<file path="src/rtl/i2c_stat_pkg.sv">
package i2c_stat_pkg;
   localparam int STAT_W   = 8;
   localparam int B_GC     = 7;
   localparam int B_STOP   = 6;
   localparam int B_INT    = 5;
   localparam int B_TX     = 4;
   localparam int B_BUSY   = 3;
   localparam int B_LOST   = 2;
   localparam int B_NACK   = 1;
   localparam int B_SLAVE  = 0;
   localparam int LVL_W    = 4;

   typedef struct packed {
      logic tx;
      logic busy;
      logic lost;
      logic slave;
   } lvl_t;

   typedef struct packed {
      logic set_int;
      logic set_gc;
      logic clr_gc;
      logic set_stop;
      logic clr_stop;
   } evt_t;
endpackage

</file>
<file path="src/rtl/i2c_stat_lvl_sync.sv">
module i2c_stat_lvl_sync #(
   parameter int WIDTH  = 4,
   parameter int STAGES = 1
) (
   input  logic             clk,
   input  logic             rst_n,
   input  logic [WIDTH-1:0] d_i,
   output logic [WIDTH-1:0] q_o
);
   if (STAGES < 1 || STAGES > 4) begin : g_bad_stages
      initial $fatal(1, "i2c_stat_lvl_sync: STAGES must be 1..4");
   end

   if (STAGES == 1) begin : g_single
      logic [WIDTH-1:0] r;
      always_ff @(posedge clk or negedge rst_n) begin
         if (!rst_n) r <= '0;
         else        r <= d_i;
      end
      assign q_o = r;
   end else begin : g_chain
      logic [STAGES-1:0][WIDTH-1:0] r;
      always_ff @(posedge clk or negedge rst_n) begin
         if (!rst_n) r <= '0;
         else        r <= {r[STAGES-2:0], d_i};
      end
      assign q_o = r[STAGES-1];


      chain_delay_chk: assert property (@(posedge clk) disable iff (!rst_n)
         $stable(r[0]) |=> r[1] == $past(r[0]));
   end
endmodule

</file>
<file path="src/rtl/i2c_stat_evt_qual.sv">
module i2c_stat_evt_qual
   import i2c_stat_pkg::*;
(
   input  logic clk,
   input  logic rst_n,
   input  logic addr_match_i,
   input  logic gcall_i,
   input  logic byte_done_i,
   input  logic stop_det_i,
   input  logic slave_mode_i,
   input  logic ack_en_i,
   input  logic gc_en_i,
   input  logic suppress_i,
   output evt_t evt_o
);
   logic sel_q;
   logic q_addr, q_gc, q_stop, q_byte;

   always_comb begin
      q_addr = addr_match_i & ack_en_i;
      q_gc   = gcall_i & gc_en_i & ack_en_i;
      q_stop = stop_det_i & sel_q;
      q_byte = byte_done_i & (~slave_mode_i | sel_q);
      evt_o.set_int  = (q_addr | q_gc | q_stop | q_byte) & ~suppress_i;
      evt_o.set_gc   = q_gc;
      evt_o.clr_gc   = q_addr;
      evt_o.set_stop = q_stop;
      evt_o.clr_stop = q_addr | q_gc;
   end

   always_ff @(posedge clk or negedge rst_n) begin
      if (!rst_n)               sel_q <= 1'b0;
      else if (q_addr | q_gc)   sel_q <= 1'b1;
      else if (stop_det_i)      sel_q <= 1'b0;
   end


   sel_drop_chk: assert property (@(posedge clk) disable iff (!rst_n)
      (stop_det_i && !addr_match_i && !gcall_i) |=> !sel_q);


   sel_take_chk: assert property (@(posedge clk) disable iff (!rst_n)
      (addr_match_i && ack_en_i) |=> sel_q);
endmodule

</file>
<file path="src/rtl/i2c_stat_flags.sv">
module i2c_stat_flags
   import i2c_stat_pkg::*;
(
   input  logic clk,
   input  logic rst_n,
   input  evt_t evt_i,
   input  logic ack_slot_i,
   input  logic ack_bit_i,
   input  logic stat_rd_i,
   input  logic suppress_i,
   output logic int_o,
   output logic gc_o,
   output logic stop_o,
   output logic nack_o
);
   always_ff @(posedge clk or negedge rst_n) begin
      if (!rst_n) begin
         int_o  <= 1'b0;
         gc_o   <= 1'b0;
         stop_o <= 1'b0;
         nack_o <= 1'b0;
      end else begin
         if (evt_i.set_int)       int_o <= 1'b1;
         else if (stat_rd_i)      int_o <= 1'b0;

         if (evt_i.set_gc)        gc_o <= 1'b1;
         else if (evt_i.clr_gc)   gc_o <= 1'b0;

         if (evt_i.set_stop)      stop_o <= 1'b1;
         else if (evt_i.clr_stop) stop_o <= 1'b0;

         if (ack_slot_i)          nack_o <= ack_bit_i;
      end
   end


   rd_clear_chk: assert property (@(posedge clk) disable iff (!rst_n)
      (stat_rd_i && !evt_i.set_int) |=> !int_o);


   suppress_chk: assert property (@(posedge clk) disable iff (!rst_n)
      (suppress_i && !int_o) |=> !int_o);


   nack_track_chk: assert property (@(posedge clk) disable iff (!rst_n)
      ack_slot_i |=> nack_o == $past(ack_bit_i));


   nack_hold_chk: assert property (@(posedge clk) disable iff (!rst_n)
      !ack_slot_i |=> $stable(nack_o));
endmodule

</file>
<file path="src/rtl/i2c_stat_irq.sv">
module i2c_stat_irq
   import i2c_stat_pkg::*;
#(
   parameter int SYNC_STAGES = 1
) (
   input  logic              clk,
   input  logic              rst_n,
   input  logic              addr_match_i,
   input  logic              gcall_i,
   input  logic              byte_done_i,
   input  logic              stop_det_i,
   input  logic              ack_slot_i,
   input  logic              ack_bit_i,
   input  logic              arb_lost_i,
   input  logic              bus_busy_i,
   input  logic              tx_mode_i,
   input  logic              slave_mode_i,
   input  logic              ack_en_i,
   input  logic              gc_en_i,
   input  logic              suppress_i,
   input  logic              stat_rd_i,
   output logic [STAT_W-1:0] stat_o,
   output logic              irq_o
);
   lvl_t lvl_d, lvl_q;
   evt_t evt;
   logic f_int, f_gc, f_stop, f_nack;

   assign lvl_d = '{tx: tx_mode_i, busy: bus_busy_i, lost: arb_lost_i, slave: slave_mode_i};

   i2c_stat_lvl_sync #(.WIDTH(LVL_W), .STAGES(SYNC_STAGES)) u_lvl (
      .clk   (clk),
      .rst_n (rst_n),
      .d_i   (lvl_d),
      .q_o   (lvl_q)
   );

   i2c_stat_evt_qual u_qual (
      .clk          (clk),
      .rst_n        (rst_n),
      .addr_match_i (addr_match_i),
      .gcall_i      (gcall_i),
      .byte_done_i  (byte_done_i),
      .stop_det_i   (stop_det_i),
      .slave_mode_i (slave_mode_i),
      .ack_en_i     (ack_en_i),
      .gc_en_i      (gc_en_i),
      .suppress_i   (suppress_i),
      .evt_o        (evt)
   );

   i2c_stat_flags u_flags (
      .clk        (clk),
      .rst_n      (rst_n),
      .evt_i      (evt),
      .ack_slot_i (ack_slot_i),
      .ack_bit_i  (ack_bit_i),
      .stat_rd_i  (stat_rd_i),
      .suppress_i (suppress_i),
      .int_o      (f_int),
      .gc_o       (f_gc),
      .stop_o     (f_stop),
      .nack_o     (f_nack)
   );

   always_comb begin
      stat_o          = '0;
      stat_o[B_GC]    = f_gc;
      stat_o[B_STOP]  = f_stop;
      stat_o[B_INT]   = f_int;
      stat_o[B_TX]    = lvl_q.tx;
      stat_o[B_BUSY]  = lvl_q.busy;
      stat_o[B_LOST]  = lvl_q.lost;
      stat_o[B_NACK]  = f_nack;
      stat_o[B_SLAVE] = lvl_q.slave;
   end

   assign irq_o = f_int;


   int_set_chk: assert property (@(posedge clk) disable iff (!rst_n)
      (addr_match_i && ack_en_i && !suppress_i) |=> irq_o);


   gc_set_chk: assert property (@(posedge clk) disable iff (!rst_n)
      (gcall_i && gc_en_i && ack_en_i) |=> stat_o[B_GC]);

   if (SYNC_STAGES == 1) begin : g_mirror_chk

      busy_mirror_chk: assert property (@(posedge clk) disable iff (!rst_n)
         1'b1 |=> stat_o[B_BUSY] == $past(bus_busy_i));
   end
endmodule

</file>
<file path="config.mk">
export PLATFORM = sky130hd
export DESIGN_NAME = i2c_stat_irq
export DESIGN_NICKNAME = d
export VERILOG_FILES = /design/src/rtl/i2c_stat_pkg.sv /design/src/rtl/i2c_stat_lvl_sync.sv /design/src/rtl/i2c_stat_evt_qual.sv /design/src/rtl/i2c_stat_flags.sv /design/src/rtl/i2c_stat_irq.sv
export SDC_FILE = /design/constraint.sdc
export NUM_CORES = 1
export LEC_CHECK = 0
export BUFFER_PORTS_ARGS = -buffer_cell sky130_fd_sc_hd__buf_2
export CAP_MARGIN = 15
export CORE_MARGIN = 1.5
export CORE_UTILIZATION = 30
export CTS_CLUSTER_SIZE = 14
export DETAILED_ROUTE_END_ITERATION = 16
export GPL_ROUTABILITY_DRIVEN = 0
export PLACE_DENSITY = 0.65
export REMOVE_ABC_BUFFERS = 1
export SLEW_MARGIN = 20
export SYNTH_ARGS = -nofsm -noshare
export SYNTH_HDL_FRONTEND = slang
export SYNTH_HIERARCHICAL = 1
export SYNTH_SLANG_ARGS = --single-unit
</file>
<file path="constraint.sdc">
create_clock -name clk -period 2.7 [get_ports clk]
set_clock_uncertainty 0.05 [all_clocks]
set_input_delay 0.27 -clock clk [delete_from_list [all_inputs] [get_ports clk]]
set_output_delay 0.27 -clock clk [all_outputs]
set_load 0.03 [all_outputs]
</file>
# ---- Word level (Yosys, flattened, before mapping)
# Cells that the tools add are included.
dict set report totals {
  regBits 9
  input_bits 16
  output_inout_bits 9
  wordCells 30
}
dict set report op_classes {
  n_mux 8
  bitwise 12
  n_reduce_logical 4
}
# operator count
set ops {}
lappend ops {{two-way mux 1 bit} 8}
lappend ops {{nonzero test 2 bit} 4}
lappend ops {{AND 1 bit} 6}
lappend ops {{OR 1 bit} 4}
lappend ops {{inverter 1 bit} 2}

# ---- Depth between registers and ports, before layout
dict set report logic_depth {
  depth_word 7
  ltp_mapped 5
  depth_no_buf 5
}

# ---- Modules after synthesis
# The synthesis kept the hierarchy.
# module instances cells_each area_each_um2 seq_area_each_um2
set by_module_without_submodules {}
lappend by_module_without_submodules {i2c_stat_flags 1 11 148.9 100.1}
lappend by_module_without_submodules {i2c_stat_evt_qual 1 15 110.1 25.0}
lappend by_module_without_submodules {i2c_stat_lvl_sync 1 4 100.1 100.1}
lappend by_module_without_submodules {i2c_stat_irq 1 4 30.0 0.0}

# ---- Worst setup path after synthesis
# Ideal clock, no wire load.
dict set report synth_timing {
  path_type {reg-to-output}
  startpoint {reg u_flags.int_o}
  endpoint {out stat_o[5]}
  arrival_ns 0.721
  required_time_ns 2.380
  path_slack_ns 1.659
  stages_incl_launch_ff 2
  path_buffers 1
  path_cell_list {dfrtp_1 -> buf_4}
}
# item line_no
set synth_rtl {}
lappend synth_rtl {{start: declaration} i2c_stat_flags.sv:11} ;# output logic int_o,
lappend synth_rtl {{start signal: assignment} i2c_stat_flags.sv:18} ;# int_o <= 1'b0;
lappend synth_rtl {{start signal: assignment} i2c_stat_flags.sv:23} ;# if (evt_i.set_int) int_o <= 1'b1;
lappend synth_rtl {{start signal: assignment} i2c_stat_flags.sv:24} ;# else if (stat_rd_i) int_o <= 1'b0;
lappend synth_rtl {{end: declaration} i2c_stat_irq.sv:22} ;# output logic [STAT_W-1:0] stat_o,
# No word-level cell between the ends.

# ---- Worst setup path in the final report
dict set report layout_timing {
  startpoint {reg u_flags.int_o}
  endpoint {out stat_o[5]}
}
# No word-level cell between the ends.

==> results_dict.tcl <==
set metrics [dict create \
    rsz0062_at_grt "no" \
    synth_area_sq_um 389.1 \
    relSlewSlack 0.8627 \
    yosysSeqAreaShare 0.5788 \
    gr-max-usage-layer "met2" \
    rr_startpoint "u_qual/sel_q$_DFFE_PN0P_" \
    cp_cell_sequence "buf_2" \
    numPortBuffers 24 \
    period_share 0.4277 \
    met2_usage 0.1625 \
    cap_violations 0 \
    timing_hold_violations_final 0 \
    critPathMaxStageDelay_ns 0.39 \
    rows 12 \
    initial_utilization 0.3366 \
    grt_max_degree 10 \
    fin_tns_setup_ns 0 \
    p_int_uw 231.2 \
    crit_arrival_ns 0.83 \
    start_kind "register" \
    finalSetupViolCount 0 \
    cp.buffers_inverters 1 \
    grt_use_met1 0.1079 \
    drv_slew 0 \
    fin_crit_ns 1.155 \
    netlist_instances 34 \
    reg2reg_setup_slack_ns 1.82 \
    fmax_ghz 0.8660 \
    syn_area_per_cell_sq_um 11.44 \
    insertion_delay_ns 0.25 \
    cellPowerDensity_mw_per_mm2 638.1 \
    synth_cell_types 12 \
    synth_seq_cells 9 \
    critical-path-top-delay-family "flip-flops" \
    critPathRequiredTime_ns 2.38 \
    p_leak_uw 0.0003013 \
    cp_max_fo 3 \
    wl_per_cell_microns 9.571 \
    p_seq_frac 0.467 \
    grt_pass1_vias 249 \
    overflow 0 \
    fin_util 0.4416 \
    vias_per_cell 4.029 \
    ir_drop_uv 245.5 \
    cp-end-kind "output pin" \
    htreeDepth 1 \
    whs_endpoint "u_lvl/q_o[1]$_DFF_PN0_" \
    cts_buffers 3 \
    min_from "arb_lost_i" \
    layout_commonest_cell "buf_2" \
    rr_endpoint "u_flags/int_o$_DFFE_PN0P_" \
    routed_wl_microns 670 \
    antenna_found_initial 0 \
    crit_type "register to output pin" \
    use_met3 0.03468 \
    p_comb_frac 0.215 \
    area_growth_pct 31.19 \
    nNetsFinal 73 \
    hold_class "primary input to register" \
    firstDrtPassIters 2 \
    clockBufferDepth 2 \
    rr_worst_depth 3 \
    clock_power_share 0.318 \
    layout_common_cells "buf_2 (24), dfrtp_1 (9), inv_1 (5)" \
    drive_above_1_share 0.5179 \
    vias 282 \
    ioPinCount 25 \
    coreArea_sq_mm 0.001156 \
    track_usage 0.1016 \
    yosysWarnings 6 \
    synth_top_area_frac 0.5788 \
    drtAntennaViolNets 0 \
    status "finished, final reports clean" \
    drc 0 \
    die_h_microns 39.02 \
    cts_tree "built" \
    fillers 115 \
    cts_root_buffer "clkbuf_4" \
    antennaDiodeCount 0 \
    first_iter_violations 1 \
    cts.sinks 9 \
    hold_depth 1 \
    clkTransAtPathRegs_ns 0.06 \
    synth_area_leaders "dfrtp_1 (58%), buf_4 (14%), a21o_1 (7.7%), inv_1 (4.8%), mux2_4 (3.9%)" \
    worstMarginPinSlew_ns 0.2060 \
    post_cts.resized_instances 0 \
    grt_pass1_wl_microns 979 \
    crit_path_top_delay_cell "dfrtp_1" \
    hpwlAfterDp_microns 527.8 \
    p_sw_frac 0.2901 \
    die_area_sq_mm 0.001522 \
    p_switching_uw 94.52 \
    synth.largest_area_cell "dfrtp_1" \
    die_w_microns 39.02 \
]
-- metrics by stage --
step / hold slack, ns / cells / worst slack [ns] / power (uW) / area (sq um)
floorplan: -0.07559 / 27 / 1.720 / 195.4 / 336.6
global placement: 0.08133 / 65 / 1.672 / 223.7 / 474.2
detailed placement: 0.08172 / 65 / 1.666 / 224.6 / 474.2
CTS: 0.05470 / 70 / 1.530 / 332.6 / 510.5
global route: 0.05404 / 70 / 1.499 / 344.2 / 510.5
finish: 0.06611 / 70 / 1.545 / 325.8 / 510.5
-- synth_stat cells, drive strengths merged --
cell type,n
inv,5
buf,7
mux2,1
nor2b,1
o21ai,1
and3,1
dfrtp,9
a21o,4
o22ai,1
nand2,1
and2,2
a21oi,1
-- flip-flops by register name, indices dropped and copies added, names as in the netlist --
signal / count
u_qual/sel_q: 1
u_flags/nack_o: 1
u_lvl/q_o: 4
u_flags/gc_o: 1
u_flags/int_o: 1
u_flags/stop_o: 1
-- per-layer routing --
metal	vias up	wire length [microns]
met5	-	0
met4	0	7
met3	2	63
met2	15	300
met1	122	299
li1	143	-
-- final cells by class --
cell class / instances / area, sq um / share of cell area
timing repair buffer: 25 / 130.1 / 0.2549
inverter: 5 / 18.77 / 0.03676
multi-input combinational: 13 / 92.59 / 0.1814
clock buffer: 4 / 26.28 / 0.05147
tap: 14 / 17.52 / 0.03431
sequential: 9 / 225.2 / 0.4412
-- power groups by stage --
| stage | registers, uW | clock network, uW | logic (uW) |
|---|---|---|---|
| after CTS | 152 | 109 | 71.1 |
| final | 152 | 104 | 70.1 |
| after global routing | 154 | 115 | 75.2 |
| after global placement | 155 | 0 | 69.0 |
| after detailed placement | 155 | 0 | 70.0 |
| after floorplan | 181 | 0 | 14.9 |
-- how the worst max path moves through the flow --
stage | start | end | slack (ns) | cells past startpoint
6_report | u_flags/int_o$_DFFE_PN0P_ | stat_o[5] | 1.55 | 1
5_1_grt | u_flags/int_o$_DFFE_PN0P_ | stat_o[5] | 1.50 | 1
4_1_cts | u_flags/int_o$_DFFE_PN0P_ | stat_o[5] | 1.53 | 1
3_5_place_dp | gcall_i | u_flags/int_o$_DFFE_PN0P_ | 1.67 | 5
3_3_place_gp | gcall_i | u_flags/int_o$_DFFE_PN0P_ | 1.67 | 5
2_1_floorplan | u_flags/int_o$_DFFE_PN0P_ | irq_o | 1.72 | 0
-- logic make-up (layout without fill, tap and decap cells) --
logic type / count (synthesis) / in the layout / synth area share
buffers and inverters: 12 / 34 / 0.1833
DFF: 9 / 9 / 0.5788
AOI/OAI and AO/OA: 7 / 7 / 0.1190
and+or+nand+nor: 5 / 5 / 0.08039
muxes: 1 / 1 / 0.03857
-- what timing repair did --
action / CTS / global route
buffers inserted: 0 / 0
endpoints found under the hold margin: 9 / 0
hold buffers: 1 / 0
(Power assumes the default switching activity.)
